$ cat src/rtl/tprec_pkg.sv
package tprec_pkg;

  localparam int unsigned DEF_SYM_W    = 5;
  localparam int unsigned DEF_FRAC_W   = 10;
  localparam int unsigned DEF_COEF_W   = 13;
  localparam int unsigned DEF_NUM_TAPS = 8;

  typedef enum logic {
    MODE_TRAIN = 1'b0,
    MODE_DATA  = 1'b1
  } tprec_mode_e;

  function automatic tprec_mode_e mode_of(input logic train);
    return train ? MODE_TRAIN : MODE_DATA;
  endfunction

endpackage

$ cat src/rtl/tprec_rst_sync.sv
module tprec_rst_sync (
  input  logic clk,
  input  logic rst_n,
  output logic rst_sync_n
);

  logic [1:0] stage_q;

  always_ff @(posedge clk or negedge rst_n) begin
    if (!rst_n) begin
      stage_q <= 2'b00;
    end else begin
      stage_q <= {stage_q[0], 1'b1};
    end
  end

  assign rst_sync_n = stage_q[1];

endmodule

$ cat src/rtl/tprec_coef_bank.sv
module tprec_coef_bank #(
  parameter int unsigned NUM_TAPS = 8,
  parameter int unsigned COEF_W   = 13,
  localparam int unsigned ADDR_W  = (NUM_TAPS > 1) ? $clog2(NUM_TAPS) : 1
) (
  input  logic                              clk,
  input  logic                              rst_n,
  input  logic                              wr_en,
  input  logic [ADDR_W-1:0]                 wr_addr,
  input  logic [COEF_W-1:0]                 wr_data,
  output logic [NUM_TAPS-1:0][COEF_W-1:0]   coef_o
);

  for (genvar k = 0; k < NUM_TAPS; k++) begin : g_tap
    logic              sel;
    logic [COEF_W-1:0] coef_d;
    logic [COEF_W-1:0] coef_q;

    always_comb begin
      sel    = wr_en && (wr_addr == ADDR_W'(k));
      coef_d = sel ? wr_data : coef_q;
    end

    always_ff @(posedge clk or negedge rst_n) begin
      if (!rst_n) begin
        coef_q <= '0;
      end else begin
        coef_q <= coef_d;
      end
    end

    assign coef_o[k] = coef_q;
  end

endmodule

$ cat src/rtl/tprec_hist_line.sv
module tprec_hist_line #(
  parameter int unsigned NUM_TAPS = 8,
  parameter int unsigned X_W      = 15
) (
  input  logic                           clk,
  input  logic                           rst_n,
  input  logic                           clear,
  input  logic                           shift_en,
  input  logic [X_W-1:0]                 x_in,
  output logic [NUM_TAPS-1:0][X_W-1:0]   hist_o
);

  logic [NUM_TAPS-1:0][X_W-1:0] hist_d;
  logic [NUM_TAPS-1:0][X_W-1:0] hist_q;

  for (genvar k = 0; k < NUM_TAPS; k++) begin : g_stage
    logic [X_W-1:0] feed;
    if (k == 0) begin : g_head
      assign feed = x_in;
    end else begin : g_body
      assign feed = hist_q[k-1];
    end

    always_comb begin
      if (clear) begin
        hist_d[k] = '0;
      end else if (shift_en) begin
        hist_d[k] = feed;
      end else begin
        hist_d[k] = hist_q[k];
      end
    end
  end

  always_ff @(posedge clk or negedge rst_n) begin
    if (!rst_n) begin
      hist_q <= '0;
    end else begin
      hist_q <= hist_d;
    end
  end

  assign hist_o = hist_q;

endmodule

$ cat src/rtl/tprec_fb_mac.sv
module tprec_fb_mac #(
  parameter int unsigned NUM_TAPS = 8,
  parameter int unsigned COEF_W   = 13,
  parameter int unsigned X_W      = 15,
  parameter int unsigned ACC_W    = 25
) (
  input  logic [NUM_TAPS-1:0][COEF_W-1:0] coef_i,
  input  logic [NUM_TAPS-1:0][X_W-1:0]    hist_i,
  output logic signed [ACC_W-1:0]         fb_sum_o
);

  logic signed [NUM_TAPS-1:0][ACC_W-1:0] prod;

  for (genvar k = 0; k < NUM_TAPS; k++) begin : g_mul
    logic signed [COEF_W-1:0] c_s;
    logic signed [X_W-1:0]    h_s;
    assign c_s = $signed(coef_i[k]);
    assign h_s = $signed(hist_i[k]);
    assign prod[k] = ACC_W'(c_s) * ACC_W'(h_s);
  end

  always_comb begin
    fb_sum_o = '0;
    for (int k = 0; k < NUM_TAPS; k++) begin
      fb_sum_o = fb_sum_o + $signed(prod[k]);
    end
  end

endmodule

$ cat src/rtl/tprec_fold.sv
module tprec_fold #(
  parameter int unsigned SYM_W  = 5,
  parameter int unsigned FRAC_W = 10,
  parameter int unsigned ACC_W  = 25,
  localparam int unsigned X_W   = SYM_W + FRAC_W
) (
  input  logic signed [SYM_W-1:0] sym_i,
  input  logic signed [ACC_W-1:0] fb_sum_i,
  output logic signed [X_W-1:0]   x_o
);

  logic signed [ACC_W-1:0] sym_ext;
  logic signed [ACC_W-1:0] acc;

  always_comb begin
    sym_ext = ACC_W'(sym_i) <<< (2 * FRAC_W);
    acc     = sym_ext - fb_sum_i;
    // Arithmetic shift floors the fraction; keeping the low X_W bits
    // is the modulo with a period of 2^SYM_W levels.
    x_o     = X_W'(acc >>> FRAC_W);
  end

endmodule

$ cat src/rtl/tomlinson_precoder.sv
module tomlinson_precoder
  import tprec_pkg::*;
#(
  parameter int unsigned SYM_W    = DEF_SYM_W,
  parameter int unsigned FRAC_W   = DEF_FRAC_W,
  parameter int unsigned COEF_W   = DEF_COEF_W,
  parameter int unsigned NUM_TAPS = DEF_NUM_TAPS,
  localparam int unsigned ADDR_W  = (NUM_TAPS > 1) ? $clog2(NUM_TAPS) : 1,
  localparam int unsigned X_W     = SYM_W + FRAC_W,
  localparam int unsigned ACC_W   = X_W + FRAC_W
) (
  input  logic                     clk,
  input  logic                     rst_n,
  input  logic                     bypass_i,
  input  logic                     sym_valid_i,
  input  logic signed [SYM_W-1:0]  sym_i,
  input  logic                     coef_we_i,
  input  logic [ADDR_W-1:0]        coef_addr_i,
  input  logic [COEF_W-1:0]        coef_data_i,
  output logic                     out_valid_o,
  output logic signed [X_W-1:0]    out_o
);

  logic                          rst_sync_n;
  tprec_mode_e                   mode;
  logic                          coef_wr;
  logic                          hist_clear;
  logic                          hist_shift;
  logic [NUM_TAPS-1:0][COEF_W-1:0] coef_q;
  logic [NUM_TAPS-1:0][X_W-1:0]    hist_q;
  logic signed [ACC_W-1:0]       fb_sum;
  logic signed [X_W-1:0]         x_fold;
  logic signed [X_W-1:0]         x_pass;
  logic signed [X_W-1:0]         x_sel;
  logic                          out_valid_d;
  logic signed [X_W-1:0]         out_d;
  logic                          out_valid_q;
  logic signed [X_W-1:0]         out_q;

  tprec_rst_sync u_rst_sync (
    .clk        (clk),
    .rst_n      (rst_n),
    .rst_sync_n (rst_sync_n)
  );

  always_comb begin
    mode       = mode_of(bypass_i);
    coef_wr    = coef_we_i && (mode == MODE_TRAIN);
    hist_clear = (mode == MODE_TRAIN);
    hist_shift = sym_valid_i && (mode == MODE_DATA);
  end

  tprec_coef_bank #(
    .NUM_TAPS (NUM_TAPS),
    .COEF_W   (COEF_W)
  ) u_coef_bank (
    .clk     (clk),
    .rst_n   (rst_sync_n),
    .wr_en   (coef_wr),
    .wr_addr (coef_addr_i),
    .wr_data (coef_data_i),
    .coef_o  (coef_q)
  );

  tprec_hist_line #(
    .NUM_TAPS (NUM_TAPS),
    .X_W      (X_W)
  ) u_hist_line (
    .clk      (clk),
    .rst_n    (rst_sync_n),
    .clear    (hist_clear),
    .shift_en (hist_shift),
    .x_in     (x_fold),
    .hist_o   (hist_q)
  );

  tprec_fb_mac #(
    .NUM_TAPS (NUM_TAPS),
    .COEF_W   (COEF_W),
    .X_W      (X_W),
    .ACC_W    (ACC_W)
  ) u_fb_mac (
    .coef_i   (coef_q),
    .hist_i   (hist_q),
    .fb_sum_o (fb_sum)
  );

  tprec_fold #(
    .SYM_W  (SYM_W),
    .FRAC_W (FRAC_W),
    .ACC_W  (ACC_W)
  ) u_fold (
    .sym_i    (sym_i),
    .fb_sum_i (fb_sum),
    .x_o      (x_fold)
  );

  // Next-state for the output stage
  always_comb begin
    x_pass      = X_W'(sym_i) <<< FRAC_W;
    x_sel       = (mode == MODE_TRAIN) ? x_pass : x_fold;
    out_valid_d = sym_valid_i;
    out_d       = sym_valid_i ? x_sel : out_q;
  end

  always_ff @(posedge clk or negedge rst_sync_n) begin
    if (!rst_sync_n) begin
      out_valid_q <= 1'b0;
      out_q       <= '0;
    end else begin
      out_valid_q <= out_valid_d;
      out_q       <= out_d;
    end
  end

  assign out_valid_o = out_valid_q;
  assign out_o       = out_q;

endmodule

$ cat config.mk
export PLATFORM = sky130hd
export DESIGN_NAME = tomlinson_precoder
export DESIGN_NICKNAME = d
export VERILOG_FILES = /design/src/rtl/tprec_pkg.sv /design/src/rtl/tprec_rst_sync.sv /design/src/rtl/tprec_coef_bank.sv /design/src/rtl/tprec_hist_line.sv /design/src/rtl/tprec_fb_mac.sv /design/src/rtl/tprec_fold.sv /design/src/rtl/tomlinson_precoder.sv
export SDC_FILE = /design/constraint.sdc
export NUM_CORES = 2
export LEC_CHECK = 0
export BUFFER_PORTS_ARGS = -buffer_cell sky130_fd_sc_hd__buf_2
export CAP_MARGIN = 25
export CORE_MARGIN = 3
export CORE_UTILIZATION = 52
export CTS_BUF_LIST = sky130_fd_sc_hd__clkbuf_2 sky130_fd_sc_hd__clkbuf_4 sky130_fd_sc_hd__clkbuf_8
export CTS_CLUSTER_DIAMETER = 200
export DETAILED_ROUTE_END_ITERATION = 6
export HOLD_SLACK_MARGIN = 0.05
export PLACE_DENSITY_LB_ADDON = 0.1
export SYNTH_ARGS = -nofsm -noshare
export SYNTH_HDL_FRONTEND = slang
export SYNTH_SLANG_ARGS = --single-unit
$ cat constraint.sdc
create_clock -name clk -period 6.85 [get_ports clk]
set_input_delay 0.685 -clock clk [delete_from_list [all_inputs] [get_ports clk]]
set_output_delay 0.685 -clock clk [all_outputs]
set_load 0.01 [all_outputs]
==> flow_summary_export.csv <==
group,metric,value,unit
run,maxCapViolations,0,
yosys,async_flop_share,100,%
yosys,syn_area_per_cell,9.96,um^2
setup_path,crit_top_cell,"fa_1",
yosys,yosysTopAreaCell,"fa_1",
drt,drtIter0Drc,3571,
drt,routedWlPerCell,24.5,um
yosys,synth_top_cell_area_share,51.0,%
yosys,yosysMostFrequentCell,"inv_1",
timing,hold_ws,0.227,ns
timing,fin_worst_skew,0.0291,ns
yosys,synth_edf_count,0,
die,die_area,128000,um^2
timing,finalSetupViolations,30,
timing,max_freq,0.118,GHz
clock_network,cts_max_level,2,
timing,slew_headroom,25.8,%
timing,worst_pin_slew,1.11,ns
setup_path,rr_worst_depth,28,
global_routing,first_global_vias,50099,
global_routing,antenna_found_initial,16,
die,rows,128,
clock_network,cts_max_path_buffers,3,
cells_and_area,drive_gt1_share,20.5,%
yosys,synth_common_cells,"inv_1 (1749), fa_1 (1641), and2_1 (829)",
setup_path,cp_data_required_time,7.51,ns
timing,slew_violations,0,
global_routing,grt_max_degree,125,
clock_network,clock_sinks,242,
setup_path,reg2reg_to,"u_hist_line.g_stage[1].feed[14]",
setup_path,start_kind,"flop",
clock_network,cts_tree,"built",
drt,num_vias,45474,
die,die_x,358,um
timing,post-route-period-util,124,%
global_routing,grt_pass1_wl,325,mm
setup_path,r2r_start,"u_coef_bank.g_tap[7].coef_q[8]",
setup_path,endpoint_kind,"flop",
yosys,ys_warn_count,0,
setup_path,cp_slowest_cell,"fa_1",
run_status,status,"finished, violations left",
die,ios,42,
setup_path,r2r_setup_slack,-1.65,ns
setup_path,cp_slowest_stage_delay,0.66,ns
yosys,ys_ff_latch,242,
yosys,synth_cell_types,44,
yosys,synth.area.top_cells,"fa_1 (51%), inv_1 (10%), dfrtp_1 (9.4%)",
die,dieHeight,358,um
drt,drc,0,
die,start_util,52.6,%
clock_network,cts.clk_slew.worst_paths,0.07,ns
run_status,failed_checks,"negative setup slack",
placed_design,finalWeightedCongestion,0.994,
global_routing,overflow,0,
clock_network,numCtsBuffers,61,
global_routing,grt_usage,35.4,%
timing,grt_setup_unrepaired,"true",
yosys,synthCells,6465,
cells_and_area,final_area,75000,um^2
clock_network,cts_root_buf,"clkbuf_8",
hold_path,worst_hold_path_type,"input port to async pin",
timing,worst_slack,-1.65,ns
timing,finalHoldViolations,0,
yosys,ys_seq_area_share,9.40,%
placed_design,buffer_ports.inserted,41,
placed_design,placed_area,71900,um^2
cells_and_area,finalNetCount,9172,
setup_path,path_max_fanout,8,
yosys,syn_nets,8529,
placed_design,post-place-ws,-1.86,ns
cells_and_area,syn2layout_area_growth,16.4,%
die,core_area,122000,um^2
yosys,synth-main-ff-cell,"dfrtp_1",
yosys,synth_area,64400,um^2
clock_network,insertion_delay,0.77,ns
placed_design,dp_hpwl,184,mm
drt,wl,215,mm
timing,final.min_clock_period,8.50,ns
setup_path,arrival,9.16,ns
drt,drt-pass1-iter-count,5,
drt,avgViaCountPerCell,5.17,
setup_path,critPathKind,"flop to flop",
drt,ant_nets,0,
## worst max path at each step
stage	startpoint	endpoint	slack [ns]	depth (start not counted)
after detailed placement	u_hist_line.g_stage[7].feed[5]	out_o[14]	-1.86	32
after global routing	u_hist_line.g_stage[7].feed[14]	u_hist_line.g_stage[1].feed[14]	-1.94	30
after global placement	u_hist_line.g_stage[7].feed[5]	u_hist_line.g_stage[1].feed[14]	-1.81	30
final	u_coef_bank.g_tap[7].coef_q[8]	u_hist_line.g_stage[1].feed[14]	-1.65	28
after CTS	u_hist_line.g_stage[1].feed[6]	out_o[13]	-1.67	29
after floorplan	u_hist_line.g_stage[7].feed[14]	u_hist_line.g_stage[1].feed[14]	-1.17	30
## registers in the layout (all words and copies together), names as in the netlist
name and flops:
out_o 15, out_valid_o 1, u_coef_bank.g_tap.coef_q 104, u_hist_line.hist_o 15
u_rst_sync.stage_q 2, u_hist_line.g_stage.feed 105
## metrics by stage
stage | utilization (%) | instances | setup TNS (ns)
final | 61.3 | 8797 | -42.74
after global routing | 61.3 | 8783 | -49.34
after CTS | 60.8 | 8761 | -42.28
after detailed placement | 58.8 | 8595 | -47.57
after global placement | 58.8 | 8594 | -45.76
after floorplan | - | 6465 | -24.20
## cell usage in the layout (no fill, tap or decap), types with 10 or more instances in the layout
master,instances
inv_1,1682
buf_4,722
nor2_1,118
mux2_2,103
dfrtp_1,158
and2_1,796
buf_12,45
mux2i_1,107
clkbuf_4,16
dfrtp_2,83
buf_2,39
fa_2,135
clkbuf_8,77
clkinv_2,10
ha_4,21
ha_1,374
xnor2_1,131
nand2_2,14
fa_1,1506
and2_4,32
nand2b_1,23
nand2_1,632
inv_2,66
buf_6,36
o21ai_1,13
diode_2,18
xor2_1,25
nor2b_1,81
## worst max-delay path, delay by kind of cell, from the launching register on
| kind | cells | cell delay [ns] |
|---|---|---|
| buffers and inverters | 7 | 0.61 |
| AO/OA/AOI/OAI | 7 | 1.09 |
| AND/OR/NAND/NOR | 1 | 0.09 |
| XOR/XNOR | 1 | 0.23 |
| adder cells (fa/ha/maj) | 12 | 5.88 |
| flip-flops | 1 | 0.50 |
## cell type report
class	count	area, um^2
multi-input cells	4208	51800
fillers	10695	47400
repair buffers	846	6970
inverters	1749	6570
flip-flops and latches	242	6160
well taps	1625	2030
clock buffers	93	1180
clock inverters	16	208
diodes	18	45.0
## layer usage
metal	GRT usage, %	up-vias	part of all wire [%]
met5	0	-	0.051
met4	14.6	16	4.8
met3	8.95	370	8.7
met2	55.4	1642	46
met1	47.4	23905	40
li1	-	19541	-
## timing repair
action | 4_1_cts | 5_1_grt
hold buffers | 1 | 0
hold endpoints to repair | 2 | 0
gates resized for setup | 247 | 167
pin swaps | 147 | 130
setup endpoints to repair | 30 | 30
buffers inserted | 58 | 21
## cells by family after synthesis
kind of cell,count (synthesis),synth area share (%)
buffers and inverters,2015,11.7
and+or+nand+nor,1732,13.8
AOI/OAI and AO/OA,65,0.614
adders and majority gates,2038,58.7
DFF,242,9.40
xor gates and xnor gates,162,2.25
muxes,210,3.46
other,1,0.00582
Power is not shown: default switching activity piles up to over one toggle a cycle in this logic, so the estimate is an artifact.
